## src/rtl/brk_pkg.sv

```systemverilog
package brk_pkg;
  localparam int NCH       = 2;
  localparam int CFG_AW    = 4;
  // register offsets (per-channel registers add the channel index)
  localparam int REG_ADDR  = 0;
  localparam int REG_AMASK = 2;
  localparam int REG_ASID  = 4;
  localparam int REG_BDATA = 6;
  localparam int REG_BMASK = 7;
  localparam int REG_QUAL  = 8;
  localparam int REG_CTRL  = 10;
  localparam int REG_FLAGS = 11;
  // qualifier bit positions
  localparam int Q_KIND    = 0;
  localparam int Q_DIR     = 2;
  localparam int Q_POST    = 4;
  localparam int Q_DATA    = 5;
  // access sizes
  localparam logic [1:0] SZ_BYTE = 2'd0;
  localparam logic [1:0] SZ_WORD = 2'd1;
endpackage

```

## src/rtl/brk_regs.sv

```systemverilog
module brk_regs
  import brk_pkg::*;
#(
  parameter int AW  = 32,
  parameter int DW  = 32,
  parameter int IDW = 8,
  localparam int CW = (AW > DW) ? AW : DW
) (
  input  logic                      clk,
  input  logic                      rst_n,
  input  logic                      cfg_we,
  input  logic [CFG_AW-1:0]         cfg_addr,
  input  logic [CW-1:0]             cfg_wdata,
  output logic [NCH-1:0][AW-1:0]    ch_addr,
  output logic [NCH-1:0][AW-1:0]    ch_amask,
  output logic [NCH-1:0][IDW-1:0]   ch_asid,
  output logic [NCH-1:0]            ch_asid_ign,
  output logic [NCH-1:0][1:0]       ch_kind,
  output logic [NCH-1:0][1:0]       ch_dir,
  output logic [NCH-1:0]            ch_post,
  output logic [NCH-1:0]            ch_data_en,
  output logic [DW-1:0]             bk_data,
  output logic [DW-1:0]             bk_dmask,
  output logic                      seq_mode,
  output logic                      ctrl_wr,
  output logic                      flag_wr,
  output logic [NCH-1:0]            flag_keep
);
  // only the last channel carries data-compare storage
  localparam logic [NCH-1:0] DATA_CAP = NCH'(1) << (NCH - 1);

  assign ctrl_wr   = cfg_we && (cfg_addr == CFG_AW'(REG_CTRL));
  assign flag_wr   = cfg_we && (cfg_addr == CFG_AW'(REG_FLAGS));
  assign flag_keep = cfg_wdata[NCH-1:0];

  always_ff @(posedge clk or negedge rst_n) begin
    if (!rst_n) begin
      ch_addr     <= '0;
      ch_amask    <= '0;
      ch_asid     <= '0;
      ch_asid_ign <= '0;
      ch_kind     <= '0;
      ch_dir      <= '0;
      ch_post     <= '0;
      ch_data_en  <= '0;
      bk_data     <= '0;
      bk_dmask    <= '0;
      seq_mode    <= 1'b0;
    end else if (cfg_we) begin
      for (int c = 0; c < NCH; c++) begin
        if (cfg_addr == CFG_AW'(REG_ADDR + c))  ch_addr[c]  <= cfg_wdata[AW-1:0];
        if (cfg_addr == CFG_AW'(REG_AMASK + c)) ch_amask[c] <= cfg_wdata[AW-1:0];
        if (cfg_addr == CFG_AW'(REG_ASID + c)) begin
          ch_asid[c]     <= cfg_wdata[IDW-1:0];
          ch_asid_ign[c] <= cfg_wdata[IDW];
        end
        if (cfg_addr == CFG_AW'(REG_QUAL + c)) begin
          ch_kind[c]    <= cfg_wdata[Q_KIND +: 2];
          ch_dir[c]     <= cfg_wdata[Q_DIR +: 2];
          ch_post[c]    <= cfg_wdata[Q_POST];
          ch_data_en[c] <= cfg_wdata[Q_DATA] & DATA_CAP[c];
        end
      end
      if (cfg_addr == CFG_AW'(REG_BDATA)) bk_data  <= cfg_wdata[DW-1:0];
      if (cfg_addr == CFG_AW'(REG_BMASK)) bk_dmask <= cfg_wdata[DW-1:0];
      if (ctrl_wr) seq_mode <= cfg_wdata[0];
    end
  end

  AST_DATA_ONLY_B: assert property (@(posedge clk) disable iff (!rst_n)
    (ch_data_en & ~DATA_CAP) == '0);
endmodule

```

## src/rtl/brk_chan.sv

```systemverilog
module brk_chan
  import brk_pkg::*;
#(
  parameter int AW  = 32,
  parameter int DW  = 32,
  parameter int IDW = 8
) (
  input  logic           clk,
  input  logic           rst_n,
  input  logic           mon_valid,
  input  logic           mon_fetch,
  input  logic           mon_write,
  input  logic [1:0]     mon_size,
  input  logic [AW-1:0]  mon_addr,
  input  logic [IDW-1:0] mon_asid,
  input  logic [DW-1:0]  mon_data,
  input  logic [AW-1:0]  bk_addr,
  input  logic [AW-1:0]  bk_amask,
  input  logic [IDW-1:0] bk_asid,
  input  logic           bk_asid_ign,
  input  logic [1:0]     bk_kind,
  input  logic [1:0]     bk_dir,
  input  logic           bk_data_en,
  input  logic [DW-1:0]  bk_data,
  input  logic [DW-1:0]  bk_dmask,
  output logic           hit
);
  logic          kind_ok, dir_ok, addr_ok, asid_ok, data_ok;
  logic [DW-1:0] lane;

  always_comb begin
    lane = '0;
    case (mon_size)
      SZ_BYTE: lane[7:0]  = '1;
      SZ_WORD: lane[15:0] = '1;
      default: lane       = '1;
    endcase
  end

  assign kind_ok = mon_fetch ? bk_kind[0] : bk_kind[1];
  assign dir_ok  = mon_write ? bk_dir[1]  : bk_dir[0];
  assign addr_ok = ((mon_addr ^ bk_addr) & ~bk_amask) == '0;
  assign asid_ok = bk_asid_ign || (mon_asid == bk_asid);
  assign data_ok = !bk_data_en || mon_fetch ||
                   (((mon_data ^ bk_data) & ~bk_dmask & lane) == '0);
  assign hit     = mon_valid && kind_ok && dir_ok && addr_ok && asid_ok && data_ok;

  AST_FIELD_OFF: assert property (@(posedge clk) disable iff (!rst_n)
    (bk_kind == 2'b00 || bk_dir == 2'b00) |-> !hit);
endmodule

```

## src/rtl/brk_seq.sv

```systemverilog
module brk_seq
  import brk_pkg::*;
(
  input  logic           clk,
  input  logic           rst_n,
  input  logic [NCH-1:0] hit,
  input  logic           mon_fetch,
  input  logic [NCH-1:0] ch_post,
  input  logic           seq_mode,
  input  logic           ctrl_wr,
  input  logic           flag_wr,
  input  logic [NCH-1:0] flag_keep,
  input  logic           cpu_bl,
  output logic           brk_req,
  output logic           brk_post,
  output logic [NCH-1:0] flags
);
  logic           armed;
  logic           fire_a, cond_b, take, req_n, post_n;
  logic [NCH-1:0] set_f;

  assign fire_a = hit[0] && !seq_mode;
  assign cond_b = hit[1] && (!seq_mode || armed);
  assign take   = !cpu_bl;
  assign set_f  = {cond_b && take, hit[0] && take};
  assign req_n  = take && (fire_a || cond_b);
  assign post_n = !mon_fetch ? 1'b1 : (fire_a ? ch_post[0] : ch_post[1]);

  always_ff @(posedge clk or negedge rst_n) begin
    if (!rst_n) begin
      brk_req  <= 1'b0;
      brk_post <= 1'b0;
      flags    <= '0;
      armed    <= 1'b0;
    end else begin
      brk_req  <= req_n;
      brk_post <= req_n && post_n;
      flags    <= (flag_wr ? (flags & flag_keep) : flags) | set_f;
      if (ctrl_wr)                armed <= 1'b0;
      else if (seq_mode && hit[0]) armed <= 1'b1;
      else if (seq_mode && cond_b) armed <= 1'b0;
    end
  end

  AST_BL_BLOCKS: assert property (@(posedge clk) disable iff (!rst_n)
    brk_req |-> !$past(cpu_bl));
  AST_SEQ_ARMED: assert property (@(posedge clk) disable iff (!rst_n)
    (brk_req && $past(seq_mode)) |-> ($past(armed) && $past(hit[1])));
  AST_FLAG_A_STICKY: assert property (@(posedge clk) disable iff (!rst_n)
    $fell(flags[0]) |-> $past(flag_wr));
  AST_FLAG_B_STICKY: assert property (@(posedge clk) disable iff (!rst_n)
    $fell(flags[1]) |-> $past(flag_wr));
  AST_OPERAND_POST: assert property (@(posedge clk) disable iff (!rst_n)
    (brk_req && !$past(mon_fetch)) |-> brk_post);
endmodule

```

## src/rtl/brk_cmp_top.sv

```systemverilog
module brk_cmp_top
  import brk_pkg::*;
#(
  parameter int AW  = 32,
  parameter int DW  = 32,
  parameter int IDW = 8,
  localparam int CW = (AW > DW) ? AW : DW
) (
  input  logic              clk,
  input  logic              rst_n,
  input  logic              cfg_we,
  input  logic [CFG_AW-1:0] cfg_addr,
  input  logic [CW-1:0]     cfg_wdata,
  input  logic              cpu_bl,
  input  logic              mon_valid,
  input  logic              mon_fetch,
  input  logic              mon_write,
  input  logic [1:0]        mon_size,
  input  logic [AW-1:0]     mon_addr,
  input  logic [IDW-1:0]    mon_asid,
  input  logic [DW-1:0]     mon_data,
  output logic              brk_req,
  output logic              brk_post,
  output logic              brk_flag_a,
  output logic              brk_flag_b
);
  logic [NCH-1:0][AW-1:0]  ch_addr, ch_amask;
  logic [NCH-1:0][IDW-1:0] ch_asid;
  logic [NCH-1:0]          ch_asid_ign, ch_post, ch_data_en;
  logic [NCH-1:0][1:0]     ch_kind, ch_dir;
  logic [DW-1:0]           bk_data, bk_dmask;
  logic                    seq_mode, ctrl_wr, flag_wr;
  logic [NCH-1:0]          flag_keep, hit, flags;

  brk_regs #(.AW(AW), .DW(DW), .IDW(IDW)) u_regs (
    .clk(clk), .rst_n(rst_n), .cfg_we(cfg_we), .cfg_addr(cfg_addr),
    .cfg_wdata(cfg_wdata), .ch_addr(ch_addr), .ch_amask(ch_amask),
    .ch_asid(ch_asid), .ch_asid_ign(ch_asid_ign), .ch_kind(ch_kind),
    .ch_dir(ch_dir), .ch_post(ch_post), .ch_data_en(ch_data_en),
    .bk_data(bk_data), .bk_dmask(bk_dmask), .seq_mode(seq_mode),
    .ctrl_wr(ctrl_wr), .flag_wr(flag_wr), .flag_keep(flag_keep)
  );

  for (genvar c = 0; c < NCH; c++) begin : g_chan
    brk_chan #(.AW(AW), .DW(DW), .IDW(IDW)) u_chan (
      .clk(clk), .rst_n(rst_n),
      .mon_valid(mon_valid), .mon_fetch(mon_fetch), .mon_write(mon_write),
      .mon_size(mon_size), .mon_addr(mon_addr), .mon_asid(mon_asid),
      .mon_data(mon_data),
      .bk_addr(ch_addr[c]), .bk_amask(ch_amask[c]), .bk_asid(ch_asid[c]),
      .bk_asid_ign(ch_asid_ign[c]), .bk_kind(ch_kind[c]), .bk_dir(ch_dir[c]),
      .bk_data_en(ch_data_en[c]), .bk_data(bk_data), .bk_dmask(bk_dmask),
      .hit(hit[c])
    );
  end

  brk_seq u_seq (
    .clk(clk), .rst_n(rst_n), .hit(hit), .mon_fetch(mon_fetch),
    .ch_post(ch_post), .seq_mode(seq_mode), .ctrl_wr(ctrl_wr),
    .flag_wr(flag_wr), .flag_keep(flag_keep), .cpu_bl(cpu_bl),
    .brk_req(brk_req), .brk_post(brk_post), .flags(flags)
  );

  assign brk_flag_a = flags[0];
  assign brk_flag_b = flags[1];

  AST_IDLE_QUIET: assert property (@(posedge clk) disable iff (!rst_n)
    brk_req |-> $past(mon_valid));
  AST_REQ_PULSE: assert property (@(posedge clk) disable iff (!rst_n)
    (brk_req && !mon_valid) |=> !brk_req);
endmodule

```

## config.mk

```make
export PLATFORM = sky130hd
export DESIGN_NAME = brk_cmp_top
export DESIGN_NICKNAME = d
export VERILOG_FILES = /design/src/rtl/brk_pkg.sv /design/src/rtl/brk_regs.sv /design/src/rtl/brk_chan.sv /design/src/rtl/brk_seq.sv /design/src/rtl/brk_cmp_top.sv
export SDC_FILE = /design/constraint.sdc
export NUM_CORES = 1
export LEC_CHECK = 0
export BUFFER_PORTS_ARGS = -buffer_cell sky130_fd_sc_hd__buf_2
export CORE_UTILIZATION = 40
export DETAILED_ROUTE_END_ITERATION = 12
export SYNTH_ARGS = -nofsm -noshare
export SYNTH_HDL_FRONTEND = slang
export SYNTH_SLANG_ARGS = --single-unit
export TNS_END_PERCENT = 50
```

## constraint.sdc

```tcl
create_clock -name clk -period 2.95 [get_ports clk]
set_clock_uncertainty 0.15 [all_clocks]
set_input_delay 0.295 -clock clk [delete_from_list [all_inputs] [get_ports clk]]
set_output_delay 0.295 -clock clk [all_outputs]
set_load 0.02 [all_outputs]
```

# Word-level counts from Yosys, hierarchy flattened

Cells that the tools add are included.

Bits in registers: 227
Logic and storage cells: 106

Reductions and logical operators: 46
Bitwise operators: 12
Equality and inequality tests: 14
Muxes and demuxes: 12

Operators by type and width:

| cell               | number |
|---|---|
| $and 32x32->32     | 4 |
| $logic_not 32->1   | 3 |
| $not 32->32        | 3 |
| $xor 32x32->32     | 3 |
| $reduce_and 2->1   | 11 |
| $logic_and 1x1->1  | 19 |
| $eq 4x3->1 const B | 4 |
| $eq 4x4->1 const B | 4 |
| $eq 8x8->1         | 2 |
| $mux 16            | 1 |
| $mux 1             | 9 |
| $eq 4x2->1 const B | 2 |
| $mux 8             | 1 |
| $logic_or 1x1->1   | 6 |
| $eq 4x1->1 const B | 1 |
| $logic_not 4->1    | 1 |
| $logic_not 1->1    | 3 |
| $reduce_bool 3->1  | 1 |
| $and 2x2->2        | 1 |
| $eq 2x1->1 const B | 1 |
| $logic_not 2->1    | 1 |
| $mux 2             | 1 |
| $or 2x2->2         | 1 |
| $reduce_or 2->1    | 1 |

# Logic depth before layout (Yosys ltp)

Word-level depth: 12
Gate-level depth with buffers: 7

# Cells and area by module

From an unflattened synthesis, not the netlist that was laid out.

Cell total of the unflattened synthesis: 775
Area, all modules: 10671.5 µm²

Modules (own cells, without submodules):

| module   | cells an instance | instances | area an instance (µm²) |
|---|---|---|---|
| brk_regs | 493               | 1         | 8444.3 |
| brk_chan | 131               | 2         | 1003.5 |
| brk_seq  | 20                | 1         | 220.2 |

# Least setup slack after synthesis

OpenSTA, ideal clock, no wires.

Kind: register to register
Start point: reg u_regs.ch_addr[58] (netlist name)
End point: reg u_seq.brk_post
Library setup time: 0.094 ns
Cell stages (with the launch flop): 7
Arrival time: 1.611 ns
Period minus slack after synthesis: 1.855 ns
Slack: 1.095 ns
Path buffers: 0
Cell sequence: dfrtp_1 > xnor2_1 > o22ai_1 > or4_1 > nor3_2 > o211ai_1 > a211oi_1

Longest elaborated chain between the ends: 10

Ends and longest elaborated chain:

| what                             | RTL line       | RTL |
|---|---|---|
| start: declaration               | brk_regs.sv:14 | `output logic [NCH-1:0][AW-1:0] ch_addr,` |
| start signal: indexed assignment | brk_regs.sv:51 | `if (cfg_addr == CFG_AW'(REG_ADDR + c)) ch_addr[c] <= cfg_wdata[AW-1:0];` |
| $xor 32x32->32                   | brk_chan.sv:42 | `assign addr_ok = ((mon_addr ^ bk_addr) & ~bk_amask) == '0;` |
| $and 32x32->32                   | brk_chan.sv:42 |  |
| $logic_not 32->1                 | brk_chan.sv:42 |  |
| $logic_and 1x1->1 (3 in a row)   | brk_chan.sv:46 | `assign hit = mon_valid && kind_ok && dir_ok && addr_ok && asid_ok && data_ok;` |
| $logic_and 1x1->1                | brk_seq.sv:23  | `assign cond_b = hit[1] && (!seq_mode \|\| armed);` |
| $logic_or 1x1->1                 | brk_seq.sv:26  | `assign req_n = take && (fire_a \|\| cond_b);` |
| $logic_and 1x1->1                | brk_seq.sv:26  |  |
| $logic_and 1x1->1                | brk_seq.sv:37  | `brk_post <= req_n && post_n;` |
| end signal: assignment           | brk_seq.sv:37  |  |
| end: declaration                 | brk_seq.sv:15  | `output logic brk_post,` |

No other way between the ends.
A chain may end at the register's enable or synchronous reset.

# Worst setup path in the final report

Start point: reg u_regs.ch_addr[19] (netlist name)
End point: reg u_seq.brk_post

Longest elaborated chain between the ends: 9

Ends and longest elaborated chain:

| what                                        | RTL line                     | RTL |
|---|---|---|
| $xor 32x32->32 (*)                          | brk_chan.sv:42               |  |
| $and 32x32->32 (*)                          | brk_chan.sv:42               |  |
| $logic_not 32->1 (*)                        | brk_chan.sv:42               |  |
| $logic_and 1x1->1 (*) (2 in a row)          | brk_chan.sv:46               |  |
| $logic_and 1x1->1 (*)                       | brk_seq.sv:22                | `assign fire_a = hit[0] && !seq_mode;` |
| $mux 1 or $logic_or 1x1->1 (tied branches)  | brk_seq.sv:27, brk_seq.sv:26 |  |
| $mux 1 or $logic_and 1x1->1 (tied branches) | brk_seq.sv:27, brk_seq.sv:26 |  |
| $logic_and 1x1->1 (*)                       | brk_seq.sv:37                |  |

Mark *: on every way between the ends. The rest lies on a longest branch, timed or not.

==> summary.txt <==
Run status
  – Status: finished clean

Synthesis
  – Cell Area, Synth: 0.0100 sq mm
  – Main combinational cell family by area after synthesis: multiplexers
  – Yosys Warn Count: 0
  – Post-synth top flop: dfrtp_1
  – Syn Area/Cell: 14.1 sq um
  – Syn nets: 827
  – Xor and xnor area share after synthesis: under 10%
  – Adder-cell area share of the yosys netlist: 0%
  – Compound-cell area share of the yosys netlist: 3.96%
  – Cell count after synthesis: 710
  – Distinct cells, synth: 38
  – Synth top area share: 56.6%
  – Asr flop ratio synth: 100%
  – Mux share of post-synthesis cell area: between 20 and 30%
  – Register area share after synthesis: a little under three fifths
  – Synth Area in Simple Gates: about 3.1%
  – Top cells by area, synth: dfrtp_1 57%, mux2_2 25%, xnor2_1 8.4%
  – Number of flops mapped to enable cells by yosys: 0
  – Area leader, netlist: dfrtp_1
  – Post-synthesis register bit count: approximately 230

Finish
  – Final layout net count: 982
  – Multi-input logic area: between 0.004 and 0.005 sq mm
  – Filler Cells Inserted: around 2,200
  – Share of cells above drive strength 1: 45.7%
  – Syn-to-layout area delta: 21.9%
  – Cell Count, Final, Fillers Out: 1,208
  – Reg area: approximately 0.0057 sq mm
  – N_diodes: 0

Die
  – I/O pins: 121
  – Initial Utilization: 41.0%
  – Row count: between 50 and 60
  – Std-Cell Core Area: 0.0245 sq mm
  – Die Width: 160 microns
  – Die Ht: 160 microns
  – Die area: 0.0257 sq mm

Worst setup path
  – CP max FO: 4
  – FF-to-FF setup slack: 0.66 ns
  – WP data arrival: 2.52 ns
  – Critical Path Start Type: register
  – Reg2reg end: u_seq.brk_post$_DFF_PN0_
  – FF-to-FF path depth: 7
  – FF-to-FF Start: u_regs.ch_addr[19]$_DFFE_PN0P_
  – Critical path class: reg -> reg
  – Critical Path End Type: register
  – WP data required: 3.18 ns

Timing
  – Max Fclk: 437 MHz
  – RSZ-0062 raised after global routing: false
  – Normalized max-slew margin: 53.2%
  – Fin. Hold Viols: 0
  – Minimum clock period after layout: ~2.3 ns
  – Final setup margin: approximately 0.66 ns
  – Least-Margin Pin Slew: 0.699 ns
  – Setup violators final: 0
  – Fin. max-slew vios: 0
  – Setup TNS: 0 ns
  – Final Cycle Share: 77.6%

Clocking
  – Clock transition at path regs: about 0.060 ns
  – Root Driver: clkbuf_16
  – CTS Buffer Depth: 3
  – TritonCTS clock tree: built
  – Worst skew pair latency: 0.52 ns
  – Clock Sinks: around 230
  – Inserted Clock Buffers: 25
  – Max H-tree Level: 1
  – # resized after CTS: 0

Global routing
  – Gr usage total: 18.9%
  – Largest net degree at the start of global routing: 90
  – Initial antenna violation count: 0
  – GR Overflow Total: 0
  – Vias in the first global route: 6,638
  – First-pass GRT wire length: 37.6 mm

Power
  – Peak supply drop: 0.388 mV
  – Cell internal pwr: around 7.0 mW
  – Leak pwr: ~5.3 nW
  – Sw power: 2.34 mW
  – Power density over the cells: 767 mW/mm^2
  – Sequential share of power: 45.1%
  – Clock share of power: 36.7%
  – Switching part of the total: approximately 25%
  – Comb power frac: 18.1%
  – Tot Pwr: 9.39 mW

Placement
  – IO buf count: 120
  – GP Congestion: 0.721
  – HPWL after DPL: 15.9 mm
  – Pre-CTS WS: 0.598 ns
  – Placed Cells: approximately 1,100

Route
  – 1st-iter DRT viols: 187
  – First-pass DRT Iterations: 4
  – DR DRC count: 0
  – Antenna Nets Post-Route: 0
  – Via density: 5.05
  – Avg WL per Cell: about 19 microns
  – Via count: 6,100
  – DRT Wirelength: 23.3 mm

Worst hold path
  – Worst hold start: cfg_wdata[31]
  – Worst hold stages: 2
  – Hold path endpoint: u_regs.ch_addr[63]$_DFFE_PN0P_
  – Hold Crit Class: in -> reg

Job
  – Max-Cap Viols: 0
-- through the flow --
stage	hold slack, ns	instance area [sq um]	utilization, %
global placement	0.101	11100	45.3
finish	0.0251	12200	50.0
CTS	0.0243	12200	50.0
global route	0.0331	12200	50.0
floorplan	-0.151	10000	-
detailed placement	0.0973	11100	45.3
-- how the worst max path moves through the flow --
stage	to	cells past startpoint	from	slack, ns
2_1_floorplan	u_seq.brk_post$_DFF_PN0_	6	u_regs.ch_addr[58]$_DFFE_PN0P_	1.10
3_3_place_gp	u_seq.brk_post$_DFF_PN0_	8	mon_addr[16]	0.65
3_5_place_dp	u_seq.brk_post$_DFF_PN0_	8	mon_addr[16]	0.60
4_1_cts	u_seq.brk_post$_DFF_PN0_	7	u_regs.ch_addr[19]$_DFFE_PN0P_	0.64
5_1_grt	u_seq.brk_post$_DFF_PN0_	7	u_regs.ch_addr[52]$_DFFE_PN0P_	0.51
6_report	u_seq.brk_post$_DFF_PN0_	7	u_regs.ch_addr[19]$_DFFE_PN0P_	0.66
-- what timing repair did --
action,4_1_cts,5_1_grt
endpoints found under the hold margin,192,0
setup buffers,0,0
hold buffers,23,0
setup endpoints to repair,0,0
-- metal layers --
layer | vias up | GRT usage (%) | part of all wire [%]
li1 | 2876 | - | -
met1 | 3090 | 26.8 | 48
met2 | 107 | 30.9 | 47
met3 | 27 | 2.74 | 4.3
met4 | 0 | 3.77 | 1.4
met5 | - | 0 | 0
-- Yosys cell counts, types with 2 or more instances --
| library cell | number |
|---|---|
| mux2_2 | 222 |
| buf_2 | 9 |
| o21ai_0 | 3 |
| o22ai_1 | 48 |
| clkbuf_1 | 10 |
| nand2b_1 | 2 |
| nand3_1 | 3 |
| inv_1 | 4 |
| nor2_1 | 9 |
| nor3b_1 | 2 |
| mux2i_1 | 3 |
| nor4_1 | 13 |
| a21oi_1 | 3 |
| xnor2_1 | 96 |
| xor2_1 | 16 |
| dfrtp_1 | 227 |
| nand2_1 | 8 |
| buf_1 | 9 |
| o21ai_1 | 2 |
| nor2b_1 | 2 |
| nand3b_1 | 2 |
-- area by class of cell --
cell class                      instances  area share [%]
Timing Repair Buffer                  156            7.87
Inverter                                4           0.123
Multi-Input combinational cell        451            34.7
Clock buffer                           38            6.17
Sequential cell                       227            46.4
Tap cell                              324            3.31
Clock inverter                          8            1.38
-- placed cells by master, fill, tap and decap left out, types with 2 or more instances in the layout --
cell and count:
mux2i_1 3, dfrtp_1 227, clkbuf_1 5, dlygate4sd3_1 23, clkbuf_16 25, nand3_1 3, nor3b_1 2, xor2_1 16
buf_2 119, buf_4 11, nand2_1 8, nand2b_1 2, nor2_1 8, clkbuf_8 8, xnor2_1 96, o22ai_1 48
nand3b_1 2, clkinv_2 2, a21oi_1 3, bufinv_16 5, mux2_2 222, inv_1 4, o21ai_1 2, o21ai_0 3
buf_12 2, nor4_1 13
-- flip-flops by register name, indices dropped and copies added, names as in the netlist, 4 cells and up --
signal / cells
u_regs.ch_addr: 64
u_regs.ch_amask: 64
u_regs.bk_data: 32
u_regs.bk_dmask: 32
u_regs.ch_asid: 16
u_regs.ch_dir: 4
u_regs.ch_kind: 4
-- power by group through the flow --
stage          clock [mW]  sequential, mW  combinational (mW)
5_1_grt              3.65            4.34                1.87
4_1_cts              3.53            4.24                1.74
3_3_place_gp            0            4.27                1.68
6_report             3.45            4.24                1.70
3_5_place_dp            0            4.30                1.70
2_1_floorplan           0            4.19                1.22
-- worst max-delay path, stage by stage, from the launching register on --
cell,delay (ns)
dfrtp_1,0.38
xnor2_1,0.20
o22ai_1,0.10
nor4_1,0.45
nand2_1,0.17
nor4_2,0.31
nor4b_1,0.30
a211oi_1,0.09
-- cell families after synthesis --
family                 count (synthesis)
multiplexers                         226
buffers and inverters                 32
AND/OR/NAND/NOR                       50
flip-flops                           227
XOR/XNOR                             112
AO/OA/AOI/OAI                         63
No activity file was read; power rests on OpenSTA's default activity.
